<file path="src/rtl/dmafc_pkg.sv">
package dmafc_pkg;
  localparam int SEL_W    = 3;
  localparam int THR_W    = 8;
  localparam int MAX_CODE = 5;
  localparam logic [SEL_W-1:0] SEL_RST  = 3'd2;
  localparam logic [THR_W-1:0] TRIG_RST = 8'd128;

  function automatic logic code_ok(input logic [SEL_W-1:0] c);
    return c <= SEL_W'(MAX_CODE);
  endfunction

  function automatic logic [THR_W-1:0] code_bytes(input logic [SEL_W-1:0] c);
    return THR_W'(4) << c;
  endfunction
endpackage

</file>
<file path="src/rtl/dmafc_sel_reg.sv">
module dmafc_sel_reg
  import dmafc_pkg::*;
(
  input  logic             clk,
  input  logic             rst_n,
  input  logic             we_i,
  input  logic [SEL_W-1:0] wdata_i,
  output logic [SEL_W-1:0] sel_o
);
  always_ff @(posedge clk or negedge rst_n) begin
    if (!rst_n)    sel_o <= SEL_RST;
    else if (we_i) sel_o <= wdata_i;
  end

  // no strobe, no change
  a_r10_hold: assert property (@(posedge clk) disable iff (!rst_n)
    !we_i |=> $stable(sel_o));
  // strobe loads the presented field
  a_r6_load: assert property (@(posedge clk) disable iff (!rst_n)
    we_i |=> sel_o == $past(wdata_i));
endmodule

</file>
<file path="src/rtl/dmafc_cmp.sv">
module dmafc_cmp
  import dmafc_pkg::*;
#(
  parameter int  LVL_W   = 11,
  parameter bit  STRICT  = 1'b0
) (
  input  logic             clk,
  input  logic             rst_n,
  input  logic [SEL_W-1:0] sel_i,
  input  logic [LVL_W-1:0] count_i,
  output logic             req_o
);
  logic [LVL_W-1:0] thr;
  logic             hit;

  assign thr = LVL_W'(code_bytes(sel_i));

  generate
    if (STRICT) begin : g_gt
      assign hit = count_i > thr;
    end else begin : g_ge
      assign hit = count_i >= thr;
    end
  endgenerate

  always_ff @(posedge clk or negedge rst_n) begin
    if (!rst_n) req_o <= 1'b0;
    else        req_o <= code_ok(sel_i) && hit;
  end

  // reserved code silences the request
  a_r2_reserved: assert property (@(posedge clk) disable iff (!rst_n)
    (sel_i > SEL_W'(MAX_CODE)) |=> !req_o);

  generate
    if (STRICT) begin : g_chk_gt
      // equality is not enough
      a_r5_equal_low: assert property (@(posedge clk) disable iff (!rst_n)
        (count_i == LVL_W'(4) << sel_i) |=> !req_o);
    end else begin : g_chk_ge
      // equality suffices
      a_r4_equal_high: assert property (@(posedge clk) disable iff (!rst_n)
        (code_ok(sel_i) && count_i == LVL_W'(4) << sel_i) |=> req_o);
    end
  endgenerate
endmodule

</file>
<file path="src/rtl/dmafc_trig.sv">
module dmafc_trig
  import dmafc_pkg::*;
#(
  parameter int LVL_W = 11
) (
  input  logic             clk,
  input  logic             rst_n,
  input  logic             we_i,
  input  logic [THR_W-1:0] wdata_i,
  input  logic [LVL_W-1:0] queued_i,
  output logic             trig_o
);
  logic [THR_W-1:0] cnt_q;

  always_ff @(posedge clk or negedge rst_n) begin
    if (!rst_n)    cnt_q <= TRIG_RST;
    else if (we_i) cnt_q <= wdata_i;
  end

  always_ff @(posedge clk or negedge rst_n) begin
    if (!rst_n) trig_o <= 1'b0;
    else        trig_o <= queued_i >= LVL_W'(cnt_q);
  end

  // write loads the count
  a_r8_load: assert property (@(posedge clk) disable iff (!rst_n)
    we_i |=> cnt_q == $past(wdata_i));
  // trigger tracks queue against count
  a_r7_rise: assert property (@(posedge clk) disable iff (!rst_n)
    (queued_i >= LVL_W'(cnt_q)) |=> trig_o);
  a_r7_fall: assert property (@(posedge clk) disable iff (!rst_n)
    (queued_i < LVL_W'(cnt_q)) |=> !trig_o);
endmodule

</file>
<file path="src/rtl/dmafc_thresh_gen.sv">
module dmafc_thresh_gen
  import dmafc_pkg::*;
#(
  parameter int LVL_W  = 11,
  parameter int TX_LSB = 16,
  parameter int RX_LSB = 0
) (
  input  logic             clk,
  input  logic             rst_n,
  input  logic             blk_we,
  input  logic [31:0]      blk_wdata,
  input  logic             trig_we,
  input  logic [7:0]       trig_wdata,
  input  logic [LVL_W-1:0] rx_level,
  input  logic [LVL_W-1:0] tx_free,
  input  logic [LVL_W-1:0] tx_queued,
  output logic             rx_dma_req,
  output logic             tx_dma_req,
  output logic             host_trig
);
  logic [SEL_W-1:0] tx_sel, rx_sel;
  logic             unused_bits;

  assign unused_bits = ^{blk_wdata[31:TX_LSB+SEL_W], blk_wdata[TX_LSB-1:RX_LSB+SEL_W]};

  dmafc_sel_reg u_tx_sel (
    .clk(clk), .rst_n(rst_n), .we_i(blk_we),
    .wdata_i(blk_wdata[TX_LSB +: SEL_W]), .sel_o(tx_sel));

  dmafc_sel_reg u_rx_sel (
    .clk(clk), .rst_n(rst_n), .we_i(blk_we),
    .wdata_i(blk_wdata[RX_LSB +: SEL_W]), .sel_o(rx_sel));

  dmafc_cmp #(.LVL_W(LVL_W), .STRICT(1'b0)) u_tx_cmp (
    .clk(clk), .rst_n(rst_n), .sel_i(tx_sel), .count_i(tx_free), .req_o(tx_dma_req));

  dmafc_cmp #(.LVL_W(LVL_W), .STRICT(1'b1)) u_rx_cmp (
    .clk(clk), .rst_n(rst_n), .sel_i(rx_sel), .count_i(rx_level), .req_o(rx_dma_req));

  dmafc_trig #(.LVL_W(LVL_W)) u_trig (
    .clk(clk), .rst_n(rst_n), .we_i(trig_we), .wdata_i(trig_wdata),
    .queued_i(tx_queued), .trig_o(host_trig));

  // registered outputs hold while inputs and settings hold
  a_r9_stable: assert property (@(posedge clk) disable iff (!rst_n)
    ($stable(tx_free) && $stable(tx_sel) && !blk_we) |=> $stable(tx_dma_req));
endmodule

</file>
<file path="config.mk">
export PLATFORM = sky130hd
export DESIGN_NAME = dmafc_thresh_gen
export DESIGN_NICKNAME = d
export VERILOG_FILES = /design/src/rtl/dmafc_pkg.sv /design/src/rtl/dmafc_sel_reg.sv /design/src/rtl/dmafc_cmp.sv /design/src/rtl/dmafc_trig.sv /design/src/rtl/dmafc_thresh_gen.sv
export SDC_FILE = /design/constraint.sdc
export NUM_CORES = 1
export LEC_CHECK = 0
export BUFFER_PORTS_ARGS = -buffer_cell sky130_fd_sc_hd__clkbuf_2
export CAP_MARGIN = 20
export CORE_UTILIZATION = 46
export CTS_BUF_LIST = sky130_fd_sc_hd__clkbuf_8
export CTS_CLUSTER_SIZE = 28
export DETAILED_ROUTE_END_ITERATION = 16
export HOLD_SLACK_MARGIN = 0.15
export PLACE_DENSITY = 0.95
export SLEW_MARGIN = 20
export SYNTH_ARGS = -nofsm -noshare
export SYNTH_HDL_FRONTEND = slang
export SYNTH_SLANG_ARGS = --single-unit
</file>
<file path="constraint.sdc">
create_clock -name clk -period 3.3 [get_ports clk]
set_input_delay 0.33 -clock clk [delete_from_list [all_inputs] [get_ports clk]]
set_output_delay 0.33 -clock clk [all_outputs]
set_load 0.01 [all_outputs]
</file>
Word-level counts from Yosys, hierarchy flattened:

Index checks and enable logic that the tools add are counted.

* output and inout bits: 3
* input bits: 77
* flip-flop bits (word level): 17
* logic and storage cells: 15

* reductions and logical operators: 2
* magnitude comparators: 5
* shift-type cells: 2

Operators with widths (count)
* >= comparator 11 x 8 -> 1 bit: 2
* left shift 3 x 3 -> 8 bit, first input constant: 2
* > comparator 11 x 8 -> 1 bit: 1
* less-or-equal comparator 3 bit, second input constant: 2
* logical AND 1 bit: 2

Logic depth before layout (Yosys ltp):

Gate-level depths: netlist (run 1).

* depth after elaboration: 3
* depth in mapped cells: 7
* gate-level depth less buffers: 7

Hierarchy:

From an unflattened synthesis (run 1), not the netlist that was laid out.

* cells, all modules: 116
* area total of the unflattened synthesis: 1164.9 µm²

Modules (own cells, without submodules)
* dmafc_trig: area an instance 500.5 µm², sequential area each 226.5 µm², cells each 51, instances 1
* dmafc_cmp at u_rx_cmp: area an instance 232.7 µm², sequential area each 25.0 µm², cells each 27, instances 1
* dmafc_sel_reg: area an instance 110.1 µm², sequential area each 76.3 µm², cells each 6, instances 2
* dmafc_cmp at u_tx_cmp: area an instance 211.5 µm², sequential area each 25.0 µm², cells each 26, instances 1

Least setup slack after synthesis (run 1):

Ideal clock, no wire load.

* path type: reg2reg
* start: reg u_rx_sel.sel_o[1]
* end: reg u_rx_cmp.req_o
* arrival time: 1.806 ns
* clock period less this slack: 1.937 ns
* buffers on the path: 0
* slack: 1.363 ns
* setup time: 0.131 ns
* data required time: 3.169 ns
* cell stages (with the launch flop): 7
* path through: dfstp_2 -> or3b_2 -> ha_1 -> a21oi_1 -> o221ai_1 -> a211oi_1 -> a211oi_1

* cells in the longest elaborated chain, start to end: 3
* elaborated cells between the ends (all ways): 4
* those cells by class: 2 x order compare; 1 x shift; 1 x reduce/logical

Ends and longest elaborated chain
* start: declaration: line dmafc_sel_reg.sv:8 `output logic [SEL_W-1:0] sel_o`
* start signal: assignment: line dmafc_sel_reg.sv:12 `else if (we_i) sel_o <= wdata_i;`
* left shift 3 x 3 -> 8 bit: line dmafc_pkg.sv:13 `return THR_W'(4) << c;`
* > comparator 11 x 8 -> 1 bit: line dmafc_cmp.sv:20 `assign hit = count_i > thr;`
* logical AND 1 bit (*): line dmafc_cmp.sv:28 `else req_o <= code_ok(sel_i) && hit;`
* end signal: assignment: line dmafc_cmp.sv:28
* end: declaration: line dmafc_cmp.sv:11 `output logic req_o`

Mark *: on every way between the ends. The rest lies on a longest branch, timed or not.
A chain may end at the register's enable or synchronous reset.

Worst setup path in the final report (run 1):

Ends and elaborated chain as after synthesis.

==> metrics.txt, run 1 <==
Reg2Reg Launch Point u_rx_sel.sel_o[1]; detailed-router iteration count before antenna repair 6; share of the clock period used by the worst path after layout 0.669; starting density of the core 0.504; TritonCTS clock tree done; Worst IR Drop VDD 0.000275 V; via count of the first global-routing pass roughly 1.1k; reg2reg setup slack around 1100 ps; Core Area 2280 um2; worst endpoint required time 3450 ps; number of synthesized register bits 17; power per standard cell area 362 nW/um2; Post-CTS Setup Repair Bufs 0; leading area contributor after synthesis sky130_fd_sc_hd__dfrtp_1; setup repair after global routing missed its margin no; Critical R2R Capture u_rx_cmp.req_o; # Max-Cap Violations 0; Tightest Pin Transition 414 ps; Post-Synthesis Mean Instance Area 9.88 um2; setup-violating endpoint count in the final report 0; DP Area 1440 um2; Max Clock Freq 0.453 GHz; final hold slack 287 ps; critical-path maximum fanout 8; Placer Congestion 0.787; share of power burned in registers 0.458; clock share of power 0.281; number of cells after detailed placement 195; routed via count divided by cell count ~5.3; met2 Use GR 0.462; total power consumption of the routed design 541 uW; Remaining Overflow, GRT 0; overall global routing resource usage 0.228; net load switching power 152 uW; die footprint 2700 um2; final worst setup slack about 1100 ps; number of synthesized flops with an enable pin 0; drt wl/cell 13.1 um; Post-Synthesis Net Count 213; share of flip-flops with an asynchronous set or reset 1.00; portion of synthesized cell area occupied by the leading cell type 0.306; clock buffer count from CTS 3; count of unresolved DRC violations after routing 0; Ports 80; Die H 51.9 um; post-route antenna net violation count 0; R2R cell count 6; data arrival time of the worst path 2360 ps; crit path launch type flop; fin area ~1500 um2; Logic pwr share 0.261; Nets 270; Detailed Place HPWL 2250 um; Std-Cell Rows 17; Util after Layout 0.657; global routing usage on met3 0.0263; number of pins exceeding their max-slew limit in the final report 0; Internal Pwr Total between 300 and 400 uW; Syn. warnings 0; setup TNS 0 ps; drt initial violations 14; Crit Path Class flop to flop; time the worst path needs with I/O delays and setup 2210 ps; chip width 51.9 um; most used routing layer met2; startpoint of the most critical setup path u_rx_sel.sel_o[1]; root buffer cell sky130_fd_sc_hd__clkbuf_8; summed instance area of the synthesized netlist 1150 um2; clock transition at the registers of the reported paths 60 ps; leakage power figure 0.750 nW; CTS H-tree depth 1; critical path endpoint category flop; type of the tightest min-delay check primary input to flop; antenna violations before repair 0; post-cts gate resize count 0; clk buf depth 2; final hold violation count 0; clock sinks 17; pre-CTS setup slack 1130 ps; Distinct cells, synth 26; antenna diode count 0; largest net degree at the start of global routing 18; CP Capture Point u_rx_cmp.req_o; met1 capacity usage during global routing 0.232; number of buffers inserted by port buffering 53; run status completed; global-route wire length before repair 4440 um; Worst Clk Skew 0.981 ps; Max-Slew Margin vs Limit 0.724; number of standard cells in the layout, taps in and fillers out 200; via count between 1k and 1.5k; main area contributors after synthesis sky130_fd_sc_hd__dfrtp_1 31%, sky130_fd_sc_hd__ha_1 22%, sky130_fd_sc_hd__dfstp_2 6.9%; later-pin clock latency in the skew report 250 ps; fraction of layout cells with a size suffix above 1 0.413; overall routed net length 2620 um; Main synth FF type sky130_fd_sc_hd__dfrtp_1; Switching Fraction 0.281; sequential cell area fraction in the yosys report 0.374; Cells after Synth between 100 and 150; area added between synthesis and finish 30.5%
-- synthesized netlist by cell type (all sizes together) (3+ instances only) --
master  number
a21oi        6
dfrtp       14
dfstp        3
ha          20
inv          8
mux2         7
nand2       14
nand3b       4
nor2         5
o21ai        9
or3          3
or3b         4
-- state kept, by name, indices dropped and copies added, names as in the netlist --
| signal | count |
|---|---|
| u_trig.cnt_q | 8 |
| u_rx_sel.sel_o | 3 |
| u_tx_sel.sel_o | 3 |
| u_rx_cmp.req_o | 1 |
| u_trig.trig_o | 1 |
| u_tx_cmp.req_o | 1 |
-- routing by layer --
layer	part of all wire	wire [um]
met1	0.39	1010
met2	0.55	1450
met3	0.054	142
met4	0.0069	18
met5	0	0
-- placed cells by master (no fill, tap or decap), types with 3 or more instances in the layout --
| master | n |
|---|---|
| sky130_fd_sc_hd__clkbuf_2 | 53 |
| sky130_fd_sc_hd__ha_1 | 20 |
| sky130_fd_sc_hd__nand2_1 | 14 |
| sky130_fd_sc_hd__dfrtp_1 | 14 |
| sky130_fd_sc_hd__o21ai_0 | 9 |
| sky130_fd_sc_hd__inv_1 | 8 |
| sky130_fd_sc_hd__mux2_2 | 7 |
| sky130_fd_sc_hd__a21oi_1 | 6 |
| sky130_fd_sc_hd__nor2_1 | 5 |
| sky130_fd_sc_hd__or3b_2 | 4 |
| sky130_fd_sc_hd__nand3b_1 | 4 |
| sky130_fd_sc_hd__or3_1 | 3 |
| sky130_fd_sc_hd__clkbuf_8 | 3 |
| sky130_fd_sc_hd__dfstp_2 | 3 |
-- cell families (layout without fill, tap and decap cells) --
logic type                 Yosys count  in the layout  share of synthesized area
and+or+nand+nor                     39             39                      0.186
AOI/OAI and AO/OA                   23             23                      0.120
adders and majority gates           20             20                      0.218
DFF                                 17             17                      0.374
buffers and inverters               10             66                     0.0328
muxes                                7              7                     0.0688
-- worst min path at each step --
stage,start,endpoint,slack (ps),cells past startpoint
detailed placement,rst_n,u_trig.cnt_q[4],280,1
finish,trig_wdata[1],u_trig.cnt_q[1],290,3
floorplan,rst_n,u_rx_cmp.req_o,30,0
global route,trig_wdata[6],u_trig.cnt_q[6],280,3
global placement,rst_n,u_trig.cnt_q[4],270,1
CTS,trig_wdata[1],u_trig.cnt_q[1],280,3
-- cell type report --
| type | instances | area (um2) |
|---|---|---|
| Clock buffer | 3 | 41.3 |
| Timing Repair Buffer | 54 | 275 |
| Multi-Input combinational cell | 89 | 679 |
| Inverter | 8 | 30.0 |
| Tap cell | 28 | 35.0 |
| Fill cell | 188 | 781 |
| Sequential cell | 17 | 429 |
| Clock inverter | 1 | 5.00 |
-- what timing repair did --
item / CTS / global route
endpoints found under the hold margin: 14 / 0
endpoints found under the setup margin: 0 / 0
hold buffers: 1 / 0
-- worst max-delay path: stages (launching register included) --
cell and delay (ps):
sky130_fd_sc_hd__dfstp_2 580, sky130_fd_sc_hd__or3b_2 460, sky130_fd_sc_hd__ha_1 310, sky130_fd_sc_hd__nand4_1 130
sky130_fd_sc_hd__o221ai_1 280, sky130_fd_sc_hd__a211oi_1 120, sky130_fd_sc_hd__a211oi_1 230
-- power by group through the flow --
| stage | clock network (mW) | registers [mW] | logic (mW) |
|---|---|---|---|
| final | 0.152 | 0.248 | 0.141 |
| after global routing | 0.168 | 0.251 | 0.162 |
| after CTS | 0.159 | 0.247 | 0.144 |
| after detailed placement | 0 | 0.251 | 0.141 |
| after global placement | 0 | 0.249 | 0.127 |
| after floorplan | 0 | 0.248 | 0.0800 |
Note: power is estimated with default switching activity, not from simulation.
==> run 2: changes to the inputs <==
CORE_UTILIZATION = 42   (was 46)
PLACE_DENSITY = 0.93   (was 0.95)
clock period = 2.3 ns   (was 3.3 ns; I/O delays follow)
==> metrics.txt, run 2 (synthesis results as in run 1) <==
run status completed; detailed-router iteration count before antenna repair 4 (-2); final hold violation count 0 (unchanged); setup TNS 0 ps (unchanged); area added between synthesis and finish 30.9%; clk buf depth 2 (unchanged); Std-Cell Rows 18 (+1); DP Area 1440 um2 (+0.17%); reg2reg setup slack 210 ps (-880 ps); time the worst path needs with I/O delays and setup 2090 ps (-123 ps); count of unresolved DRC violations after routing 0 (unchanged); chip width 54.2 um (+4.5%); drt initial violations 17 (+3); number of hold buffers added after CTS 1 (unchanged); clock sinks 17 (unchanged); most common cell after layout, fill and taps aside sky130_fd_sc_hd__clkbuf_2; power per standard cell area 513 nW/um2 (+42%); CTS H-tree depth 1 (unchanged); share of the clock period used by the worst path after layout 0.907 (+0.238); antenna diode count 0 (unchanged); TritonCTS clock tree done; overall routed net length 2150 um (-18%); fin area 1500 um2 (+0.34%); crit path launch type flop; clock buffer count from CTS 3 (unchanged); via count 1036 (-1.4%); Core Area 2520 um2 (+11%); leakage power figure 0.746 nW (-0.50%); later-pin clock latency in the skew report 250 ps (about the same); Logic pwr share 0.250 (-0.011); Util after Layout 0.595 (-0.0622); critical path endpoint category flop; largest net degree at the start of global routing 18 (unchanged); starting density of the core 0.454 (-0.0492); share of power burned in registers 0.458 (about the same); setup-violating endpoint count in the final report 0 (unchanged); Switching Fraction 0.275 (-0.00591); routed via count divided by cell count 5.13 (-2.4%); number of buffers inserted by port buffering 53 (unchanged); fraction of layout cells with a size suffix above 1 0.413 (unchanged); Internal Pwr Total 558 uW (+43%); Die H 54.2 um (+4.5%); Remaining Overflow, GRT 0 (unchanged); Crit Path Class flop to flop; # Max-Cap Violations 0 (unchanged); Regs by FF count u_trig.cnt_q: 8 flops, u_rx_sel.sel_o: 3 flops, u_tx_sel.sel_o: 3 flops; Tightest Pin Transition 415 ps (+0.314 ps); clock transition at the registers of the reported paths 70 ps (about the same); Worst Clk Skew 7.42 ps (+6.44 ps); worst endpoint required time 2420 ps (-1030 ps); type of the tightest min-delay check primary input to flop; overall global routing resource usage 0.171 (-0.0574); critical-path maximum fanout 8 (unchanged); antenna violations before repair 0 (unchanged); net load switching power 212 uW (+39%); via count of the first global-routing pass 1002 (-8.8%); Detailed Place HPWL 1870 um (-17%); pre-CTS setup slack 215 ps (-916 ps); Ports 80 (unchanged); global-route wire length before repair 3600 um (-19%); top register by number of flip-flops u_trig.cnt_q; Max-Slew Margin vs Limit 0.724 (about the same); data arrival time of the worst path 2210 ps (-150 ps); Max Clock Freq 0.479 GHz (+5.9%); commonest cells after routing, fill and taps aside 53 x sky130_fd_sc_hd__clkbuf_2, 20 x sky130_fd_sc_hd__ha_1, 14 x sky130_fd_sc_hd__nand2_1, 14 x sky130_fd_sc_hd__dfrtp_1, 9 x sky130_fd_sc_hd__o21ai_0; final worst setup slack 214 ps (-877 ps); number of flip-flops in the largest register 8 (unchanged); die footprint 2940 um2 (+9.1%); number of pins exceeding their max-slew limit in the final report 0 (unchanged); root buffer cell sky130_fd_sc_hd__clkbuf_8; post-route antenna net violation count 0 (unchanged); Worst IR Drop VDD 0.000377 V (+37%); clock share of power 0.291 (+0.010); Nets 270 (unchanged); Placer Congestion 0.781 (-0.79%); post-cts gate resize count 0 (unchanged); Post-CTS Setup Repair Bufs 0 (unchanged); drt wl/cell 10.6 um (-19%); setup repair after global routing missed its margin no
run 2: stage by stage:
stage               total power, mW  hold slack (ps)  std cells
finish                        0.769              174        202
global route                  0.828              196        202
CTS                           0.782              170        202
detailed placement            0.552              187        197
global placement              0.543              183        197
floorplan                     0.471            -65.6        116
run 2: final timing paths:
| kind | startpoint | end | depth (start not counted) |
|---|---|---|---|
| setup / recovery | u_rx_sel.sel_o[1] | u_rx_cmp.req_o | 6 |
| hold / removal | trig_wdata[7] | u_trig.cnt_q[7] | 3 |
| setup reg to reg | u_rx_sel.sel_o[1] | u_rx_cmp.req_o | 6 |
| hold reg to reg | u_trig.cnt_q[7] | u_trig.cnt_q[7] | 2 |
| max in group asynchronous | rst_n | u_tx_sel.sel_o[1] | 2 |
| min in group asynchronous | rst_n | u_trig.cnt_q[5] | 2 |
run 2: power by group through the flow:
stage	combinational [mW]	sequential [mW]	clock, mW
2_1_floorplan	0.115	0.356	0
3_3_place_gp	0.186	0.357	0
3_5_place_dp	0.194	0.358	0
4_1_cts	0.197	0.353	0.232
5_1_grt	0.224	0.358	0.246
6_report	0.193	0.353	0.224
run 2: layout make-up:
type	count	area, um2
fill	228	1020
multi-input combinational	89	679
sequential	17	429
timing repair buffer	54	275
clock buffer	3	41.3
tap	30	37.5
inverter	8	30.0
clock inverter	1	7.51
run 2: worst max-delay path, stage by stage, from the launching register on:
cell	delay, ps
sky130_fd_sc_hd__dfstp_2	580
sky130_fd_sc_hd__or3b_2	470
sky130_fd_sc_hd__ha_1	300
sky130_fd_sc_hd__a21oi_1	140
sky130_fd_sc_hd__o221ai_1	130
sky130_fd_sc_hd__a211oi_1	260
sky130_fd_sc_hd__a211oi_1	80
run 2: per-layer routing:
layer / part of all wire / global-route usage / up-vias
met3: 0.064 / 0.0500 / 6
met5: 0 / 0 / -
met2: 0.49 / 0.315 / 36
li1: - / - / 536
met1: 0.43 / 0.181 / 458
met4: 0.016 / 0.0641 / 0
